<file path="config.mk">
export PLATFORM = sky130hd
export DESIGN_NAME = tx_serial_frame
export DESIGN_NICKNAME = d
export VERILOG_FILES = /design/src/rtl/tx_frame_pkg.sv /design/src/rtl/tx_edge_det.sv /design/src/rtl/tx_hold_reg.sv /design/src/rtl/tx_frame_seq.sv /design/src/rtl/tx_serial_frame.sv
export SDC_FILE = /design/constraint.sdc
export NUM_CORES = 1
export LEC_CHECK = 0
export ABC_AREA = 1
export BUFFER_PORTS_ARGS = -buffer_cell sky130_fd_sc_hd__buf_2
export CAP_MARGIN = 25
export CORE_MARGIN = 8
export CORE_UTILIZATION = 30
export DETAILED_ROUTE_END_ITERATION = 10
export SLEW_MARGIN = 20
export SYNTH_ARGS = -nofsm -noshare
export SYNTH_HDL_FRONTEND = slang
export SYNTH_SLANG_ARGS = --single-unit
</file>
<file path="constraint.sdc">
create_clock -name clk -period 3.77 [get_ports clk]
set_input_delay 0.754 -clock clk [delete_from_list [all_inputs] [get_ports clk]]
set_output_delay 0.754 -clock clk [all_outputs]
set_load 0.01 [all_outputs]
</file>
<file path="src/rtl/tx_frame_pkg.sv">
// Shared types and helpers for the serial frame transmitter.
// Assumes a 32-bit configuration word with fixed field positions.
package tx_frame_pkg;

    localparam int WORD_MAX = 32;
    localparam int CNT_W    = 7;
    localparam int IDX_W    = $clog2(WORD_MAX);
    localparam int LEN_W    = IDX_W + 1;

    typedef enum logic [1:0] {
        ST_IDLE  = 2'd0,
        ST_DELAY = 2'd1,
        ST_SHIFT = 2'd2
    } seq_state_t;

    typedef struct packed {
        logic             two_phase;
        logic [CNT_W-1:0] cnt2;
        logic [2:0]       wl2;
        logic             ignore;
        logic [1:0]       dly;
        logic [CNT_W-1:0] cnt1;
        logic [2:0]       wl1;
    } tx_cfg_t;

    // Split the configuration word into its fields.
    function automatic tx_cfg_t decode_cfg(input logic [31:0] w);
        tx_cfg_t c;
        c.two_phase = w[31];
        c.cnt2      = w[30:24];
        c.wl2       = w[23:21];
        c.ignore    = w[18];
        c.dly       = w[17:16];
        c.cnt1      = w[14:8];
        c.wl1       = w[7:5];
        return c;
    endfunction

    // Word-length code to number of bits: 8 + 4*code up to code 4, else 32.
    function automatic logic [LEN_W-1:0] code_to_len(input logic [2:0] code);
        logic [LEN_W-1:0] n;
        if (code < 3'd5) n = LEN_W'(8) + LEN_W'({code, 2'b00});
        else             n = LEN_W'(WORD_MAX);
        return n;
    endfunction

endpackage

</file>
<file path="src/rtl/tx_edge_det.sv">
// Bit-clock and frame-sync edge detection.
// Assumes bclk and fsync are already synchronous to clk and that each
// bit-clock level lasts at least two clk cycles.
module tx_edge_det (
    input  logic clk,
    input  logic rst_n,
    input  logic bclk,
    input  logic fsync,
    input  logic clk_pol,
    input  logic fs_pol,
    output logic drive_stb,
    output logic sample_stb,
    output logic fs_det
);
    logic bclk_q;
    logic fs_lvl_q;
    logic rise;
    logic fall;
    logic fs_act;

    assign rise       = bclk & ~bclk_q;
    assign fall       = ~bclk & bclk_q;
    assign sample_stb = clk_pol ? rise : fall;
    assign drive_stb  = clk_pol ? fall : rise;
    assign fs_act     = fsync ^ fs_pol;
    assign fs_det     = sample_stb & fs_act & ~fs_lvl_q;

    // Track the previous bit-clock level and the sync level at sampling edges.
    always_ff @(posedge clk) begin
        if (!rst_n) begin
            bclk_q   <= 1'b0;
            fs_lvl_q <= 1'b0;
        end else begin
            bclk_q <= bclk;
            if (sample_stb) fs_lvl_q <= fs_act;
        end
    end
endmodule

</file>
<file path="src/rtl/tx_hold_reg.sv">
// One-word holding register with a valid/ready write side.
// Emits a one-cycle request pulse when the sequencer takes the held word.
module tx_hold_reg #(
    parameter int DATA_W = 32
) (
    input  logic              clk,
    input  logic              rst_n,
    input  logic              en,
    input  logic              wr_valid,
    input  logic [DATA_W-1:0] wr_data,
    input  logic              take,
    output logic              ready,
    output logic              full,
    output logic [DATA_W-1:0] data,
    output logic              req
);
    assign ready = en & ~full;

    // Fill on handshake, drain when the sequencer takes the word.
    always_ff @(posedge clk) begin
        if (!rst_n) begin
            full <= 1'b0;
            data <= '0;
            req  <= 1'b0;
        end else if (!en) begin
            full <= 1'b0;
            req  <= 1'b0;
        end else begin
            req <= take & full;
            if (take && full) full <= 1'b0;
            if (wr_valid && ready) begin
                full <= 1'b1;
                data <= wr_data;
            end
        end
    end
endmodule

</file>
<file path="src/rtl/tx_frame_seq.sv">
// Frame sequencer: data delay, phase and word counting, MSB-first output.
// Assumes the configuration is stable during a frame and that drive and
// sampling strobes never fall in the same cycle.
module tx_frame_seq
    import tx_frame_pkg::*;
#(
    parameter int DATA_W = WORD_MAX
) (
    input  logic              clk,
    input  logic              rst_n,
    input  logic              en,
    input  tx_cfg_t           cfg,
    input  logic              drive_stb,
    input  logic              fs_det,
    input  logic              hold_full,
    input  logic [DATA_W-1:0] hold_data,
    output logic              take,
    output logic              sdout,
    output logic              sync_err,
    output logic              busy
);
    seq_state_t        state;
    logic [1:0]        dly_cnt;
    logic              phase;
    logic [CNT_W-1:0]  word_cnt;
    logic [IDX_W-1:0]  bit_idx;
    logic [DATA_W-1:0] cur_word;

    logic [CNT_W-1:0]  cur_cnt;
    logic              word_last;
    logic              phase_last;
    logic              last_bit;
    logic              start_frame;
    logic              err_set;
    logic [1:0]        dly_eff;
    logic              load;
    logic              first;
    logic              nxt_phase;
    logic [CNT_W-1:0]  nxt_wcnt;
    logic [LEN_W-1:0]  nxt_len;
    logic [IDX_W-1:0]  nxt_top;
    logic [DATA_W-1:0] word_in;

    // Frame position and sync decisions.
    always_comb begin
        cur_cnt     = phase ? cfg.cnt2 : cfg.cnt1;
        word_last   = (word_cnt == cur_cnt);
        phase_last  = phase | ~cfg.two_phase;
        busy        = (state != ST_IDLE);
        last_bit    = (state == ST_SHIFT) && (bit_idx == '0) && word_last && phase_last;
        start_frame = fs_det & (~busy | last_bit | ~cfg.ignore);
        err_set     = fs_det & busy & ~last_bit & ~cfg.ignore;
        dly_eff     = (cfg.dly == 2'd3) ? 2'd2 : cfg.dly;
    end

    // Word-load decision and the parameters of the next word.
    always_comb begin
        first     = (state == ST_DELAY);
        load      = drive_stb & ~start_frame &
                    (((state == ST_DELAY) && (dly_cnt == 2'd0)) ||
                     ((state == ST_SHIFT) && (bit_idx == '0) && !last_bit));
        nxt_phase = first ? 1'b0 : (word_last ? 1'b1 : phase);
        nxt_wcnt  = (first || word_last) ? '0 : word_cnt + 1'b1;
        nxt_len   = code_to_len(nxt_phase ? cfg.wl2 : cfg.wl1);
        nxt_top   = IDX_W'(nxt_len - LEN_W'(1));
        word_in   = hold_full ? hold_data : cur_word;
        take      = load & hold_full;
    end

    // Frame state machine and serial output register.
    always_ff @(posedge clk) begin
        if (!rst_n) begin
            state    <= ST_IDLE;
            dly_cnt  <= 2'd0;
            phase    <= 1'b0;
            word_cnt <= '0;
            bit_idx  <= '0;
            cur_word <= '0;
            sdout    <= 1'b0;
            sync_err <= 1'b0;
        end else if (!en) begin
            state    <= ST_IDLE;
            sdout    <= 1'b0;
            sync_err <= 1'b0;
        end else begin
            if (err_set) sync_err <= 1'b1;
            if (start_frame) begin
                state   <= ST_DELAY;
                dly_cnt <= dly_eff;
            end else if (load) begin
                state    <= ST_SHIFT;
                cur_word <= word_in;
                phase    <= nxt_phase;
                word_cnt <= nxt_wcnt;
                bit_idx  <= nxt_top;
                sdout    <= word_in[nxt_top];
            end else if (drive_stb) begin
                case (state)
                    ST_DELAY: begin
                        dly_cnt <= dly_cnt - 2'd1;
                        sdout   <= 1'b0;
                    end
                    ST_SHIFT: begin
                        if (bit_idx != '0) begin
                            bit_idx <= bit_idx - 1'b1;
                            sdout   <= cur_word[bit_idx - 1'b1];
                        end else begin
                            state <= ST_IDLE;
                            sdout <= 1'b0;
                        end
                    end
                    default: sdout <= 1'b0;
                endcase
            end
        end
    end
endmodule

</file>
<file path="src/rtl/tx_serial_frame.sv">
// Top of the dual-phase serial frame transmitter.
// Assumes bit clock and frame sync are synchronous to clk and slower than it.
module tx_serial_frame
    import tx_frame_pkg::*;
#(
    parameter int DATA_W = WORD_MAX
) (
    input  logic              clk,
    input  logic              rst_n,
    input  logic              tx_en,
    input  logic [31:0]       cfg,
    input  logic              clk_pol,
    input  logic              fs_pol,
    input  logic [1:0]        irq_mode,
    input  logic              bclk,
    input  logic              fsync,
    input  logic [DATA_W-1:0] tx_data,
    input  logic              tx_valid,
    output logic              tx_ready,
    output logic              sdout,
    output logic              data_req,
    output logic              sync_err,
    output logic              irq
);
    tx_cfg_t           cfg_d;
    logic              drive_stb;
    logic              sample_stb;
    logic              fs_det;
    logic              hold_full;
    logic [DATA_W-1:0] hold_data;
    logic              take;
    logic              seq_busy;

    assign cfg_d = decode_cfg(cfg);
    assign irq   = sync_err & (irq_mode == 2'b11);

    tx_edge_det u_edge (
        .clk        (clk),
        .rst_n      (rst_n),
        .bclk       (bclk),
        .fsync      (fsync),
        .clk_pol    (clk_pol),
        .fs_pol     (fs_pol),
        .drive_stb  (drive_stb),
        .sample_stb (sample_stb),
        .fs_det     (fs_det)
    );

    tx_hold_reg #(.DATA_W(DATA_W)) u_hold (
        .clk      (clk),
        .rst_n    (rst_n),
        .en       (tx_en),
        .wr_valid (tx_valid),
        .wr_data  (tx_data),
        .take     (take),
        .ready    (tx_ready),
        .full     (hold_full),
        .data     (hold_data),
        .req      (data_req)
    );

    tx_frame_seq #(.DATA_W(DATA_W)) u_seq (
        .clk       (clk),
        .rst_n     (rst_n),
        .en        (tx_en),
        .cfg       (cfg_d),
        .drive_stb (drive_stb),
        .fs_det    (fs_det),
        .hold_full (hold_full),
        .hold_data (hold_data),
        .take      (take),
        .sdout     (sdout),
        .sync_err  (sync_err),
        .busy      (seq_busy)
    );
endmodule

</file>
# --- Yosys cells after proc, flatten, opt, wreduce, memory -nomap -nowiden ---
# Cells that the tools add are included.
totals:
  reg_bits: 87
  latchBits: 0
  ram_bits: 0
  mem_bits_ro: 0
  out_inout_bits: 5
  word_cells: 123
  mem_count: 0
classes:
  n_addsub: 5
  multipliers: 0
  div: 0
  magnitude_cmp: 3
  n_eq_ne: 8
  n_shift: 0
  n_mux: 33
  n_bitwise: 29
  n_reduce_logical: 31
ops:
  columns: ["cell", "n"]
  rows:
  - ["$mux 32", 1]
  - ["$mux 5", 5]
  - ["$mux 2", 9]
  - ["$and 1x1->1", 14]
  - ["$mux 7", 2]
  - ["$reduce_bool 2->1", 7]
  - ["$mux 1", 13]
  - ["$lt 5x6->1 const B", 2]
  - ["$not 1->1", 11]
  - ["$bmux 1 s5", 2]
  - ["$sub 5x1->5 const B", 2]
  - ["$reduce_and 3->1", 3]
  - ["$add 7x1->7 const B", 1]
  - ["$eq 7x7->1", 1]
  - ["$logic_and 1x1->1", 7]
  - ["$eq 2x2->1 const B", 3]
  - ["$reduce_and 2->1", 3]
  - ["$reduce_bool 3->1", 2]
  - ["$add 4x5->5 const A", 1]
  - ["$logic_not 5->1", 1]
  - ["$reduce_and 5->1", 1]
  - ["$reduce_bool 5->1", 1]
  - ["$ne 2x1->1 const B", 2]
  - ["$reduce_and 4->1", 1]
  - ["other kinds (11)", 14]

# --- Longest topological paths before layout ---
logic_depth:
  word_depth: 14
  depth_mapped: 25
  depth_no_buf: 25

# --- Hierarchy ---
# Synthesis repeated with hierarchy kept, for this count alone.
unflattened:
  hier_cells: 713
  hier_area_um2: 4770.8
by_module_without_submodules:
  columns: ["module", "n_inst", "cells_per_inst", "area_each_um2", "seq_area_each_um2"]
  rows:
  - ["tx_frame_seq", 1, 477, 3219.3, 1021.0]
  - ["tx_hold_reg", 1, 214, 1402.6, 680.7]
  - ["tx_edge_det", 1, 19, 135.1, 40.0]
  - ["tx_serial_frame", 1, 3, 13.8, 0.0]

# --- Worst setup path before layout ---
# OpenSTA, ideal clock, no wires.
synth_timing:
  path_kind: "input to register"
  startpoint: "input cfg[26]"
  endpoint: "register u_seq.sdout"
  arrival_time_ns: 2.815
  t_required_ns: 3.661
  path_slack_ns: 0.847
  cell_stages: 23
  path_buffers: 0
  cell_sequence: "inv_1 -> nand2_1 -> nand3_1 -> nand2_1 -> inv_1 -> nand2_1 -> nor2_1 -> nand2_1 -> nand2_1 -> nand2_2 -> o21ai_0 -> inv_1 -> ha_1 -> inv_1 -> nand3_2 -> ha_1 -> inv_1 -> nand3_1 -> nand2_1 -> nand2_1 -> nand3_1 -> nand2_1 -> inv_1"
synth_via:
  elab_chain_cells: 12
  elab_cells_between_ends: 25
synth_lines:
  columns: ["item", "line_no", "text"]
  rows:
  - ["start: declaration", "tx_serial_frame.sv:11", "input logic [31:0] cfg,"]
  - ["$mux 7 *", "tx_frame_seq.sv:46", "cur_cnt = phase ? cfg.cnt2 : cfg.cnt1;"]
  - ["$eq 7x7->1 *", "tx_frame_seq.sv:47", "word_last = (word_cnt == cur_cnt);"]
  - ["parallel branches: the longest is 10 deep, another holds $add 4x5->5", null, null]
  - ["end signal: assignment", "tx_frame_seq.sv:96", "sdout <= word_in[nxt_top];"]
  - ["end signal: assignment", "tx_frame_seq.sv:106", "sdout <= cur_word[bit_idx - 1'b1];"]
  - ["end: declaration", "tx_frame_seq.sv:18", "output logic sdout,"]
# Every way passes the cells marked *. The select of a mux whose other input is x is not followed.
# A chain may end at the register's enable or synchronous reset.

# --- Final worst setup path ---
layout_timing:
  startpoint: "register u_seq.phase"
  endpoint: "register u_seq.sdout"
layout_via:
  elab_chain_cells: 12
  elab_cells_between_ends: 26
layout_lines:
  columns: ["item", "line_no", "text"]
  rows:
  - ["start: declaration", "tx_frame_seq.sv:24", "logic phase;"]
  - ["start signal: assignment", "tx_frame_seq.sv:93", "phase <= nxt_phase;"]
  - ["parallel branches: the longest is 12 deep, another holds $add 4x5->5", null, null]
# Several ways; the timed one is not identified. The select of a mux whose other input is x is not followed.

==> flow_metrics.tcl <==
set metrics [dict create \
    core-area_mm2 0.0144 \
    r2r_slack_ns 0.65 \
    synthTopCellsByArea "dfxtp_1, nand2_1, a21oi_1" \
    finalNetCount 782 \
    vias_per_cell 4.54 \
    grt_pass1_vias 3866 \
    cp.arrival_ns 3.36 \
    grt_usage_pct 11.7 \
    fin_crit_ns 3.12 \
    synth_seq_cells 87 \
    gr-total-overflow 0 \
    wl_per_cell_um 11.9 \
    synth-edff-count 0 \
    crit_fanout 12 \
    timing.hold.ws_ns 0.450 \
    hold_path.class "reg2reg" \
    synth_top_flop_cell "dfxtp_1" \
    initial_core_util_pct 30.5 \
    slew_viol_final 0 \
    grt_pass1_wl_um 18000 \
    grt_setup_unrepaired "false" \
    diodes 0 \
    synth.distinct_cells 35 \
    die_w_um 137 \
    drcViolationCount 0 \
    finalCritPeriodShare_pct 82.8 \
    worst_slew_pin_slew_ns 0.791 \
    synth_most_common_cell "nand2_1" \
    fin_tns_setup_ns 0 \
    insertion_delay_ns 0.34 \
    path_clk_slew_ns 0.06 \
    cts_buffers 9 \
    cts_root_buf "clkbuf_16" \
    htree_levels 3 \
    rows 44 \
    gp_congestion 0.796 \
    yosysSeqAreaShare_pct 39.6 \
    slew_headroom_pct 47.2 \
    syn_area_mm2 0.00439 \
    wirelength_um 10600 \
    synthCells 642 \
    fmax_ghz 0.320 \
    place_hpwl_um 7680 \
    clockBufferDepth 2 \
    drv_cap 0 \
    ir_drop_v 0.000248 \
    yosys_warnings 0 \
    grt_max_degree 46 \
    dp_slack_ns 0.399 \
    status "finished, final reports clean" \
    drive_gt1_share_pct 17.1 \
    synth_nets 723 \
    num_vias 4045 \
    worst_setup_path_start_kind "register" \
    cts_tree "yes" \
    synth_top_area_cell "dfxtp_1" \
    io_buffers 70 \
    worst-setup-path-type "reg2reg" \
    setup_violations 0 \
    fillers 1613 \
    cp-end-kind "register" \
    first_pass_iters 4 \
    avgSynthCellArea_um2 6.84 \
    hold_violations 0 \
    cts.sink_count 87 \
    drtAntennaViolNets 0 \
    clock_skew_ns 0.00881 \
    cp.required_ns 4.01 \
    fp.dieH_um 137 \
    die_area_mm2 0.0188 \
    total_power_mw 2.17 \
    fin_ws_ns 0.647 \
    p_per_area_mw_per_mm2 415 \
    async_reset_ff_share_pct 0 \
    areaGrowthSynthToFinish_pct 19.2 \
    synth_top_area_share_pct 39.6 \
    drtIter0Drc 160 \
    synthTopCellsByCount "nand2_1, a21oi_1, dfxtp_1" \
    ios 79 \
    p_leak_nw 2.25 \
    antenna_found_initial 0 \
]
metrics by stage:
stage | instances | util [%] | instance area, um^2
after global routing | 890 | 36.3 | 5240
after floorplan | 642 | - | 4390
after detailed placement | 874 | 33.9 | 4890
final | 890 | 36.3 | 5240
after CTS | 890 | 36.3 | 5240
after global placement | 874 | 33.9 | 4890
state kept, by name, indices dropped and copies added (netlist names), 2 cells and up:
signal          cells
u_seq.bit_idx       5
u_seq.dly_cnt       2
u_hold.data        32
u_seq.state         2
u_seq.cur_word     32
u_seq.word_cnt      7
cell families after synthesis:
kind of cell    share of synthesized area [%]
compound gates                           19.0
xor+xnor                                 1.40
mux                                     0.256
fa+ha+maj                                1.99
buf+inv                                  10.1
simple gates                             27.6
flops                                    39.6
metal layers:
metal	global-route usage, %	vias to the layer above	wire length (um)
met5	0	-	0
met4	2.90	0	106
met3	3.19	10	624
met2	18.0	73	4540
met1	15.7	1753	5290
li1	-	2209	-
power breakdown:
| group | switching, mW | internal (mW) |
|---|---|---|
| clock network | 0.382 | 0.656 |
| registers | 0.00880 | 0.943 |
| logic | 0.112 | 0.0732 |
critical path, cell delays in order, from the launching register on:
cell and delay, ns:
dfxtp_2 0.50, inv_2 0.14, nand2_1 0.10, nand3b_1 0.08, nand2_1 0.07, nand2_1 0.04
nor2_1 0.11, nand2_1 0.11, nand2_1 0.10, nand2_2 0.09, o21ai_0 0.34, inv_1 0.08
ha_1 0.20, inv_1 0.11, nand3_2 0.15, ha_1 0.37, inv_1 0.07, nand3_1 0.08
nand2_1 0.05, nand2_1 0.05, nand3_1 0.07, nand2_1 0.06, inv_1 0.03
cell type report:
cell class,instances,area [um^2],share of cell area [%]
multi-input combinational,448,2210,42.2
sequential,87,1740,33.3
timing repair buffer,80,425,8.12
inverter,75,282,5.38
tap,184,230,4.40
clock buffer,9,225,4.30
clock inverter,7,124,2.37
timing repair:
item	4_1_cts	5_1_grt
endpoints found under the setup margin	0	1
endpoints found under the hold margin	0	0
setup buffers	0	0
gates resized for setup	0	1
hold buffers	0	0
worst paths after layout:
| check | depth (start not counted) | startpoint | endpoint |
|---|---|---|---|
| min | 2 | u_hold.data[27] | u_hold.data[27] |
| min reg2reg | 2 | u_hold.data[27] | u_hold.data[27] |
| max reg2reg | 22 | u_seq.phase | u_seq.sdout |
| max | 22 | u_seq.phase | u_seq.sdout |
placed cells by master, fill, tap and decap left out, types with 4 or more instances in the layout:
master,synthesis,layout
buf_4,2,10
nand3b_1,5,5
nor2_1,41,41
inv_1,71,71
nand2_2,8,8
ha_1,7,7
buf_2,3,70
inv_2,4,4
xor2_1,5,5
dfxtp_1,87,86
clkbuf_16,0,9
nand3_1,55,55
nand4_1,6,6
a21oi_1,99,99
o21ai_0,47,47
nand2_1,149,149
(Power assumes the default switching activity.)
